==> config.mk <==
export PLATFORM = sky130hd
export DESIGN_NAME = desc_dma
export DESIGN_NICKNAME = d
export VERILOG_FILES = /design/src/rtl/dmac_pkg.sv /design/src/rtl/dmac_regs.sv /design/src/rtl/dmac_seq.sv /design/src/rtl/dmac_busif.sv /design/src/rtl/desc_dma.sv
export SDC_FILE = /design/constraint.sdc
export NUM_CORES = 1
export LEC_CHECK = 0
export ABC_AREA = 1
export ABC_CLOCK_PERIOD_IN_PS = 4800
export BUFFER_PORTS_ARGS = -buffer_cell sky130_fd_sc_hd__buf_4
export CORE_MARGIN = 8
export CORE_UTILIZATION = 40
export DETAILED_ROUTE_END_ITERATION = 7
export GPL_TIMING_DRIVEN = 0
export PLACE_DENSITY_LB_ADDON = 0.25
export SYNTH_ARGS = -nofsm -noshare
export SYNTH_HDL_FRONTEND = slang
export SYNTH_HIERARCHICAL = 1
export SYNTH_SLANG_ARGS = --single-unit
export TNS_END_PERCENT = 10
==> constraint.sdc <==
create_clock -name clk -period 4.8 [get_ports clk]
set_clock_uncertainty 0.2 [all_clocks]
set_input_delay 0.48 -clock clk [delete_from_list [all_inputs] [get_ports clk]]
set_output_delay 0.48 -clock clk [all_outputs]
set_load 0.01 [all_outputs]
==> src/rtl/dmac_pkg.sv <==
package dmac_pkg;

  typedef enum logic [2:0] {
    SQ_IDLE,
    SQ_FETCH,
    SQ_READ,
    SQ_WRITE,
    SQ_DONE
  } sq_state_t;

  typedef enum logic [1:0] {
    ST_IDLE  = 2'd0,
    ST_FETCH = 2'd1,
    ST_MOVE  = 2'd2,
    ST_DONE  = 2'd3
  } stat_code_t;

  localparam logic [1:0] RA_POINTER = 2'd0;
  localparam logic [1:0] RA_CONTROL = 2'd1;
  localparam logic [1:0] RA_STATUS  = 2'd2;

  localparam int DESC_WORDS = 4;
  localparam int IRQ_BIT    = 8;

  function automatic stat_code_t code_of(sq_state_t s);
    case (s)
      SQ_FETCH:          return ST_FETCH;
      SQ_READ, SQ_WRITE: return ST_MOVE;
      SQ_DONE:           return ST_DONE;
      default:           return ST_IDLE;
    endcase
  endfunction

endpackage

==> src/rtl/dmac_regs.sv <==
module dmac_regs
  import dmac_pkg::*;
#(
  parameter int AW = 32,
  parameter int DW = 32
) (
  input  logic          clk,
  input  logic          rst_n,
  input  logic          cfg_we,
  input  logic [1:0]    cfg_addr,
  input  logic [DW-1:0] cfg_wdata,
  output logic [DW-1:0] cfg_rdata,
  input  logic          busy,
  input  logic          job_end,
  input  stat_code_t    stat_in,
  output logic          start,
  output logic          clr,
  output logic [AW-1:0] cmd_ptr,
  output logic          irq
);

  logic [AW-1:0] ptr_q;
  logic          irq_q;

  assign start   = cfg_we && (cfg_addr == RA_POINTER) && !busy;
  assign clr     = cfg_we && (cfg_addr == RA_CONTROL) && cfg_wdata[0];
  assign cmd_ptr = ptr_q;
  assign irq     = irq_q;

  always_ff @(posedge clk) begin
    if (!rst_n) begin
      ptr_q <= '0;
      irq_q <= 1'b0;
    end else begin
      if (start) ptr_q <= cfg_wdata[AW-1:0];
      if (job_end)  irq_q <= 1'b1;
      else if (clr) irq_q <= 1'b0;
    end
  end

  always_comb begin
    cfg_rdata = '0;
    case (cfg_addr)
      RA_POINTER: cfg_rdata = DW'(ptr_q);
      RA_STATUS: begin
        cfg_rdata[1:0]     = stat_in;
        cfg_rdata[IRQ_BIT] = irq_q;
      end
      default: cfg_rdata = '0;
    endcase
  end


  irq_hold_chk: assert property (@(posedge clk) disable iff (!rst_n)
    irq_q && !clr |=> irq_q);


  irq_done_chk: assert property (@(posedge clk) disable iff (!rst_n)
    $rose(irq_q) |-> stat_in == ST_DONE);


  ptr_busy_chk: assert property (@(posedge clk) disable iff (!rst_n)
    cfg_we && cfg_addr == RA_POINTER && busy |=> $stable(ptr_q));

endmodule

==> src/rtl/dmac_seq.sv <==
module dmac_seq
  import dmac_pkg::*;
#(
  parameter int AW = 32,
  parameter int DW = 32
) (
  input  logic          clk,
  input  logic          rst_n,
  input  logic          start,
  input  logic          clr,
  input  logic [AW-1:0] cmd_ptr,
  output logic          busy,
  output logic          job_end,
  output stat_code_t    stat,
  output logic          op_valid,
  output logic          op_write,
  output logic [AW-1:0] op_addr,
  output logic [DW-1:0] op_wdata,
  input  logic          op_ack,
  input  logic [DW-1:0] op_rdata
);

  localparam int STEP  = DW / 8;
  localparam int SHIFT = $clog2(STEP);
  localparam int CW    = DW - SHIFT;

  sq_state_t     state_q;
  logic [AW-1:0] src_q, dst_q;
  logic          to_dev_q;
  logic [CW-1:0] wleft_q;
  logic [1:0]    idx_q;
  logic [DW-1:0] buf_q;

  logic [CW-1:0] fetched_words;
  logic          last_fetch;

  assign fetched_words = op_rdata[DW-1:SHIFT];
  assign last_fetch    = (state_q == SQ_FETCH) && (idx_q == 2'(DESC_WORDS - 1));

  assign busy     = (state_q == SQ_FETCH) || (state_q == SQ_READ) || (state_q == SQ_WRITE);
  assign op_valid = busy;
  assign op_write = (state_q == SQ_WRITE);
  assign op_wdata = buf_q;
  assign stat     = code_of(state_q);
  assign job_end  = op_ack && ((last_fetch && fetched_words == '0) ||
                               (state_q == SQ_WRITE && wleft_q == CW'(1)));

  always_comb begin
    case (state_q)
      SQ_FETCH: op_addr = cmd_ptr + (AW'(idx_q) << SHIFT);
      SQ_READ:  op_addr = src_q;
      SQ_WRITE: op_addr = dst_q;
      default:  op_addr = '0;
    endcase
  end

  always_ff @(posedge clk) begin
    if (!rst_n) begin
      state_q  <= SQ_IDLE;
      src_q    <= '0;
      dst_q    <= '0;
      to_dev_q <= 1'b0;
      wleft_q  <= '0;
      idx_q    <= '0;
      buf_q    <= '0;
    end else begin
      case (state_q)
        SQ_IDLE, SQ_DONE: begin
          if (start) begin
            state_q <= SQ_FETCH;
            idx_q   <= '0;
          end else if (state_q == SQ_DONE && clr) begin
            state_q <= SQ_IDLE;
          end
        end
        SQ_FETCH: begin
          if (op_ack) begin
            case (idx_q)
              2'd0:    src_q    <= op_rdata[AW-1:0];
              2'd1:    dst_q    <= op_rdata[AW-1:0];
              2'd2:    to_dev_q <= op_rdata[0];
              default: wleft_q  <= fetched_words;
            endcase
            idx_q <= idx_q + 2'd1;
            if (last_fetch)
              state_q <= (fetched_words == '0) ? SQ_DONE : SQ_READ;
          end
        end
        SQ_READ: begin
          if (op_ack) begin
            buf_q   <= op_rdata;
            state_q <= SQ_WRITE;
          end
        end
        SQ_WRITE: begin
          if (op_ack) begin
            if (to_dev_q) src_q <= src_q + AW'(STEP);
            else          dst_q <= dst_q + AW'(STEP);
            wleft_q <= wleft_q - CW'(1);
            state_q <= (wleft_q == CW'(1)) ? SQ_DONE : SQ_READ;
          end
        end
        default: state_q <= SQ_IDLE;
      endcase
    end
  end


  words_left_chk: assert property (@(posedge clk) disable iff (!rst_n)
    (state_q == SQ_READ || state_q == SQ_WRITE) |-> wleft_q != '0);


  short_job_chk: assert property (@(posedge clk) disable iff (!rst_n)
    job_end && state_q == SQ_FETCH |=> state_q == SQ_DONE);

endmodule

==> src/rtl/dmac_busif.sv <==
module dmac_busif #(
  parameter int AW = 32,
  parameter int DW = 32
) (
  input  logic          clk,
  input  logic          rst_n,
  input  logic          hold,
  input  logic          op_valid,
  input  logic          op_write,
  input  logic [AW-1:0] op_addr,
  input  logic [DW-1:0] op_wdata,
  output logic          op_ack,
  output logic [DW-1:0] op_rdata,
  output logic          bus_req,
  input  logic          bus_grant,
  output logic          mem_valid,
  input  logic          mem_ready,
  output logic          mem_write,
  output logic [AW-1:0] mem_addr,
  output logic [DW-1:0] mem_wdata,
  input  logic [DW-1:0] mem_rdata
);

  assign bus_req   = hold;
  assign mem_valid = op_valid && hold && bus_grant;
  assign mem_write = op_write;
  assign mem_addr  = op_addr;
  assign mem_wdata = op_wdata;
  assign op_ack    = mem_valid && mem_ready;
  assign op_rdata  = mem_rdata;


  grant_gate_chk: assert property (@(posedge clk) disable iff (!rst_n)
    mem_valid |-> bus_req && bus_grant);


  hold_stable_chk: assert property (@(posedge clk) disable iff (!rst_n)
    mem_valid && !mem_ready |=> mem_valid && $stable(mem_addr) &&
      $stable(mem_write) && $stable(mem_wdata));

endmodule

==> src/rtl/desc_dma.sv <==
module desc_dma
  import dmac_pkg::*;
#(
  parameter int AW = 32,
  parameter int DW = 32
) (
  input  logic          clk,
  input  logic          rst_n,
  input  logic          cfg_we,
  input  logic [1:0]    cfg_addr,
  input  logic [DW-1:0] cfg_wdata,
  output logic [DW-1:0] cfg_rdata,
  output logic          bus_req,
  input  logic          bus_grant,
  output logic          mem_valid,
  input  logic          mem_ready,
  output logic          mem_write,
  output logic [AW-1:0] mem_addr,
  output logic [DW-1:0] mem_wdata,
  input  logic [DW-1:0] mem_rdata,
  output logic          irq
);

  logic          start, clr, busy, job_end;
  logic [AW-1:0] cmd_ptr;
  stat_code_t    stat;
  logic          op_valid, op_write, op_ack;
  logic [AW-1:0] op_addr;
  logic [DW-1:0] op_wdata, op_rdata;

  dmac_regs #(.AW(AW), .DW(DW)) u_regs (
    .clk(clk), .rst_n(rst_n),
    .cfg_we(cfg_we), .cfg_addr(cfg_addr), .cfg_wdata(cfg_wdata), .cfg_rdata(cfg_rdata),
    .busy(busy), .job_end(job_end), .stat_in(stat),
    .start(start), .clr(clr), .cmd_ptr(cmd_ptr), .irq(irq)
  );

  dmac_seq #(.AW(AW), .DW(DW)) u_seq (
    .clk(clk), .rst_n(rst_n),
    .start(start), .clr(clr), .cmd_ptr(cmd_ptr),
    .busy(busy), .job_end(job_end), .stat(stat),
    .op_valid(op_valid), .op_write(op_write), .op_addr(op_addr), .op_wdata(op_wdata),
    .op_ack(op_ack), .op_rdata(op_rdata)
  );

  dmac_busif #(.AW(AW), .DW(DW)) u_busif (
    .clk(clk), .rst_n(rst_n), .hold(busy),
    .op_valid(op_valid), .op_write(op_write), .op_addr(op_addr), .op_wdata(op_wdata),
    .op_ack(op_ack), .op_rdata(op_rdata),
    .bus_req(bus_req), .bus_grant(bus_grant),
    .mem_valid(mem_valid), .mem_ready(mem_ready), .mem_write(mem_write),
    .mem_addr(mem_addr), .mem_wdata(mem_wdata), .mem_rdata(mem_rdata)
  );

endmodule

# Word-level counts from Yosys, hierarchy flattened
# Cells that the tools add are included.
[word_totals]
ff_bits = 165
output_inout_bits = 100
[op_classes]
n_addsub = 5
eq_ne = 21
n_mux = 34
n_reduce_logical = 32
[op_table]
columns = ["cell", "count"]
rows = [
  ["$mux W32", 8],
  ["$pmux W32 S2", 2],
  ["$pmux W32 S3", 1],
  ["$mux W30", 3],
  ["$add A32 B3 Y32 const B", 2],
  ["$pmux W30 S2", 1],
  ["$add A32 B4 Y32", 1],
  ["$eq A30 B1 Y1 const B", 1],
  ["$logic_not A30 Y1", 1],
  ["$sub A30 B1 Y30 const B", 1],
  ["$mux W3", 8],
  ["$mux W23", 1],
  ["$reduce_and A5 Y1", 3],
  ["$pmux W3 S4", 1],
  ["$logic_and A1 B1 Y1", 11],
  ["$ne A2 B1 Y1 const B", 5],
  ["$ne A2 B2 Y1 const B", 5],
  ["$pmux W2 S2", 2],
  ["$eq A2 B2 Y1 const B", 3],
  ["$eq A3 B2 Y1 const B", 2],
  ["$mux W6", 1],
  ["$pmux W2 S3", 1],
  ["$reduce_and A3 Y1", 2],
  ["$reduce_bool A2 Y1", 3],
  ["other kinds (16)", 23],
]

# Logic depth before layout (Yosys ltp)
[depth]
word_depth = 7
ltp_mapped = 13

# Modules after synthesis
# The synthesis kept the hierarchy.
[modules_own_cells]
columns = ["mod", "n_inst", "cells_per_inst", "area_each_um2", "seq_area_each_um2"]
rows = [
  ["dmac_seq", 1, 1581, 9392.8, 2642.5],
  ["dmac_regs", 1, 263, 1781.7, 660.6],
  ["dmac_busif", 1, 102, 759.5, 0.0],
]

# Worst setup path after synthesis
# OpenSTA, ideal clock, no wires.
[synth_timing]
path_kind = "flip-flop to flip-flop"
from = "register u_seq.state_q[1]"
to = "register u_seq.dst_q[16]"
setup_time_ns = 0.115
t_arrival_ns = 2.200
required_time_ns = 4.485
setup_slack_ns = 2.285
path_stages_with_launch = 14
path_buffers = 2
cell_sequence = "dfxtp_1 nor2_1 nor2_1 buf_4 nand3_2 nor2_2 nand2_1 a21oi_2 o21ai_4 inv_2 buf_4 nand2_1 o21ai_0 inv_1"
[synth_between]
elab_chain_cells = 7
[synth_lines]
columns = ["item", "line_no", "rtl"]
rows = [
  ["start, declared", "dmac_seq.sv:27", "sq_state_t state_q;"],
  ["start signal, assigned", "dmac_seq.sv:86", "state_q <= (fetched_words == '0) ? SQ_DONE : SQ_READ;"],
  ["start signal, assigned", "dmac_seq.sv:100", "state_q <= (wleft_q == CW'(1)) ? SQ_DONE : SQ_READ;"],
  ["$eq A3 B1 Y1 or $eq A3 B2 Y1 (tied branches)", "dmac_seq.sv:40", "assign busy = (state_q == SQ_FETCH) || (state_q == SQ_READ) || (state_q == SQ_WRITE);"],
  ["$logic_or A1 B1 Y1", "dmac_seq.sv:40", ""],
  ["$logic_or A1 B1 Y1 *", "dmac_seq.sv:40", ""],
  ["via busy", "desc_dma.sv:24", "logic start, clr, busy, job_end;"],
  ["$logic_and A1 B1 Y1 *", "dmac_busif.sv:25", "assign mem_valid = op_valid && hold && bus_grant;"],
  ["$logic_and A1 B1 Y1 *", "dmac_busif.sv:29", "assign op_ack = mem_valid && mem_ready;"],
  ["via op_ack", "desc_dma.sv:27", "logic op_valid, op_write, op_ack;"],
  ["$ne A2 B1 Y1 (no line)", "--", ""],
  ["$reduce_and A5 Y1 (no line) *", "--", ""],
  ["end signal, assigned", "dmac_seq.sv:80", "2'd1: dst_q <= op_rdata[AW-1:0];"],
  ["end signal, assigned", "dmac_seq.sv:98", "else dst_q <= dst_q + AW'(STEP);"],
  ["end, declared", "dmac_seq.sv:28", "logic [AW-1:0] src_q, dst_q;"],
]
# Mark *: on every way through the listed nets, which the timed path passes. The rest lies on a longest branch.
# A chain may end at the register's enable or synchronous reset.

# Worst setup path in the final report
[layout_timing]
from = "register u_seq.state_q[0]"
to = "output mem_addr[2]"
[layout_between]
elab_chain_cells = 2
[layout_lines]
columns = ["item", "line_no", "rtl"]
rows = [
  ["$eq A3 B2 Y1 or $eq A3 B1 Y1 (tied branches)", "dmac_seq.sv:49", "case (state_q)"],
  ["$pmux W32 S3 *", "dmac_seq.sv:49", ""],
  ["end, declared", "desc_dma.sv:18", "output logic [AW-1:0] mem_addr,"],
]
# Mark *: on every way between the ends. The rest lies on a longest branch, timed or not.

==> impl_results.md <==
- Total congestion overflow: 0
- Buf/Inv on CP: 4
- Final setup viols: 0
- Postcts setup bufs: 0
- # rows: 63
- Initial antenna violation count: 2
- Detailed Route WL: 50400 µm
- Crit path max fanout: 10
- Max-slew violations: 0
- Crit path top cell by count: buf_4
- Die X: 189 µm
- RSZ-0062 raised after global routing: false
- CP Cell Sequence: nand2_2, nor2_4, buf_2, buf_1, nand2_1, o221ai_1, buf_4, buf_4
- Drt pass-1 iters: 6
- Fin crit period: 3.55 ns
- Maximum VDD drop: 0.251 mV
- Total GRT Usage: 27.6%
- HP Class: primary input to register
- Pwr dens: 221 nW/µm²
- TritonCTS clock tree: built
- Area grow syn2layout: 17.6%
- Arrival time at the worst endpoint: 2.87 ns
- Max-cap violations: 0
- Placer Congestion: 0.980
- Synth Net Count: 2029
- Post-DP HPWL: 40300 µm
- Syn avg cell area: 6.13 µm²
- Vias/cell: 5.36
- Clock-pin transition on the worst setup and hold timing paths: 0.07 ns
- Critical path class: register to primary output
- Die height: 189 µm
- Slew @ Worst Pin: 0.916 ns
- Clock Latency Late Sink: 0.45 ns
- Largest stage delay, worst path: 0.59 ns
- Final nets: 2186
- Register area share after synthesis: 27.7%
- Relative slew margins: 39.0%
- DIE AREA: 35600 µm²
- Most frequent cells in the layout: 415 x nand2_1, 330 x nor2_1, 245 x buf_4, 205 x inv_1, 165 x dfxtp_1
- CP endpoint kind: primary output
- Longest Clk Path Bufs: 2
- Initial Util: 40.5%
- Slowest CP cell: buf_1
- Commonest non-fill, non-tap cell in the layout: nand2_1
- Buffers on Ports: 138
- Cell area after synthesis: 11900 µm²
- DRT iter0 DRCs: 1326
- Fin. Hold Viols: 0
- Clock sink total: 165
- # diodes: 0
- Startpoint Class: register
- FF+latch count, synth: 165
- Distinct cells, synth: 48
- Status: completed
- Gates resized, CTS repair: 0
- Setup_tns: 0 ns
- Share of cells above drive strength 1: 17.2%
- First-pass GRT wire length: 76100 µm
- CTS H-tree depth: 4
- DRC: 0
- Yosys warnings: 6
- # hold bufs at CTS: 0
- DR WL/cell: 20.1 µm
- Maximum clock frequency: 281 MHz
- Total CTS buffers: 17
- Root buffer cell: clkbuf_16
- Layout Utilization: 47.6%
- Largest net degree at the start of global routing: 17
- Crit-path leading delay family: buffers and inverters
- Antenna viol nets, final: 0
- Critical Path RT: 4.12 ns
- Lkg Pwr: 0.00627 µW
- Io pins: 171
- Post-Synthesis Cells: 1946
- Vias: 13400
- Core area: 29500 µm²
- Tcrit/Tclk final: 74.0%
- Vias in the first global route: 12900
final timing paths:
path | from | to | slack, ns | depth (start not counted)
max reg2reg | u_seq/state_q[1] | u_seq/src_q[11] | 1.42 | 11
min | mem_rdata[12] | u_seq/op_wdata[12] | 0.08 | 3
max | u_seq/state_q[0] | mem_addr[2] | 1.25 | 8
min reg2reg | u_seq/dst_q[1] | u_seq/dst_q[1] | 0.28 | 2
metrics by stage:
step / hold WS [ns] / instances / total power [µW] / setup slack [ns] / instance area, µm²
4_1_cts: 0.0699 / 2506 / 3120 / 1.28 / 14000
6_report: 0.0846 / 2506 / 3110 / 1.25 / 14000
2_1_floorplan: 0.230 / 1946 / 1610 / 2.28 / 11900
3_3_place_gp: 0.263 / 2474 / 1740 / 1.50 / 13500
3_5_place_dp: 0.270 / 2474 / 1740 / 1.45 / 13500
5_1_grt: 0.0734 / 2506 / 3210 / 1.06 / 14000
worst register-to-register path, stage by stage, from the launching register on:
cell and delay (ns):
dfxtp_1 0.55, nor2_1 0.14, nor2_1 0.50, buf_4 0.22, nand3_2 0.08, nor2_2 0.22
inv_1 0.16, nor3_4 0.44, nor2_4 0.12, buf_2 0.22, a21oi_1 0.29, a21oi_1 0.12
cells by family (layout without fill, tap and decap cells):
family	after synthesis	after routing	share of synthesized area (%)
simple gates	989	989	35.7
flops	165	165	27.7
xor+xnor	25	25	1.83
fa+ha+maj	12	12	1.32
compound gates	362	362	16.9
buf+inv	393	563	16.6
state kept, by name, summed over array words and instances, names as in the netlist:
register,flops
u_regs/irq,1
u_seq/op_wdata,32
u_seq/idx_q,2
u_seq/state_q,3
u_seq/dst_q,32
u_seq/wleft_q,30
u_regs/cmd_ptr,32
u_seq/to_dev_q,1
u_seq/src_q,32
power by group:
part | internal [µW] | switching [µW]
Combinational | 115 | 185
Clock | 751 | 642
Sequential | 1380 | 29.7
area by class of cell:
cell class              instances  area [µm²]
flip-flops and latches        165        3300
multi-input cells            1388        6650
plain buffers                 180        1180
clock buffers                  20         457
fillers                      3203       15400
repair buffers                138        1040
well taps                     390         488
clock inverters                12         120
inverters                     213         801
synth_stat cells (all sizes together):
cell type    n  area [µm²]
and2         2        12.5
nand3b      44         330
dfxtp      165        3300
o211ai      14         115
inv        212         796
o22ai        3        18.8
a31oi       28         175
fa           1        20.0
a21boi       2        15.0
o221ai       5        43.8
o31ai        1        7.51
xnor2        7        61.3
a31o         3        26.3
o21ai      167         851
nand4       29         181
nor3        38         211
a21oi      116         584
clkinv       1        5.00
a22oi       11        82.6
or2          9        56.3
clkbuf      26        97.6
nor3b        1        7.51
buf        154        1090
nand2      418        1580
nor2       342        1340
xor2        18         158
ha          11         138
nand3      106         536
a21o         3        22.5
o21bai       4        30.0
a211oi       5        42.5
layer usage:
metal	vias to the layer above	part of all wire [%]	routed length, µm	track usage, %
met1	6268	43	21600	35.3
met4	4	3.3	1650	9.74
met3	94	7.6	3860	5.62
met5	-	0.050	25	0
li1	6536	-	-	-
met2	539	46	23300	45.4
No activity file was read; power rests on OpenSTA's default activity.
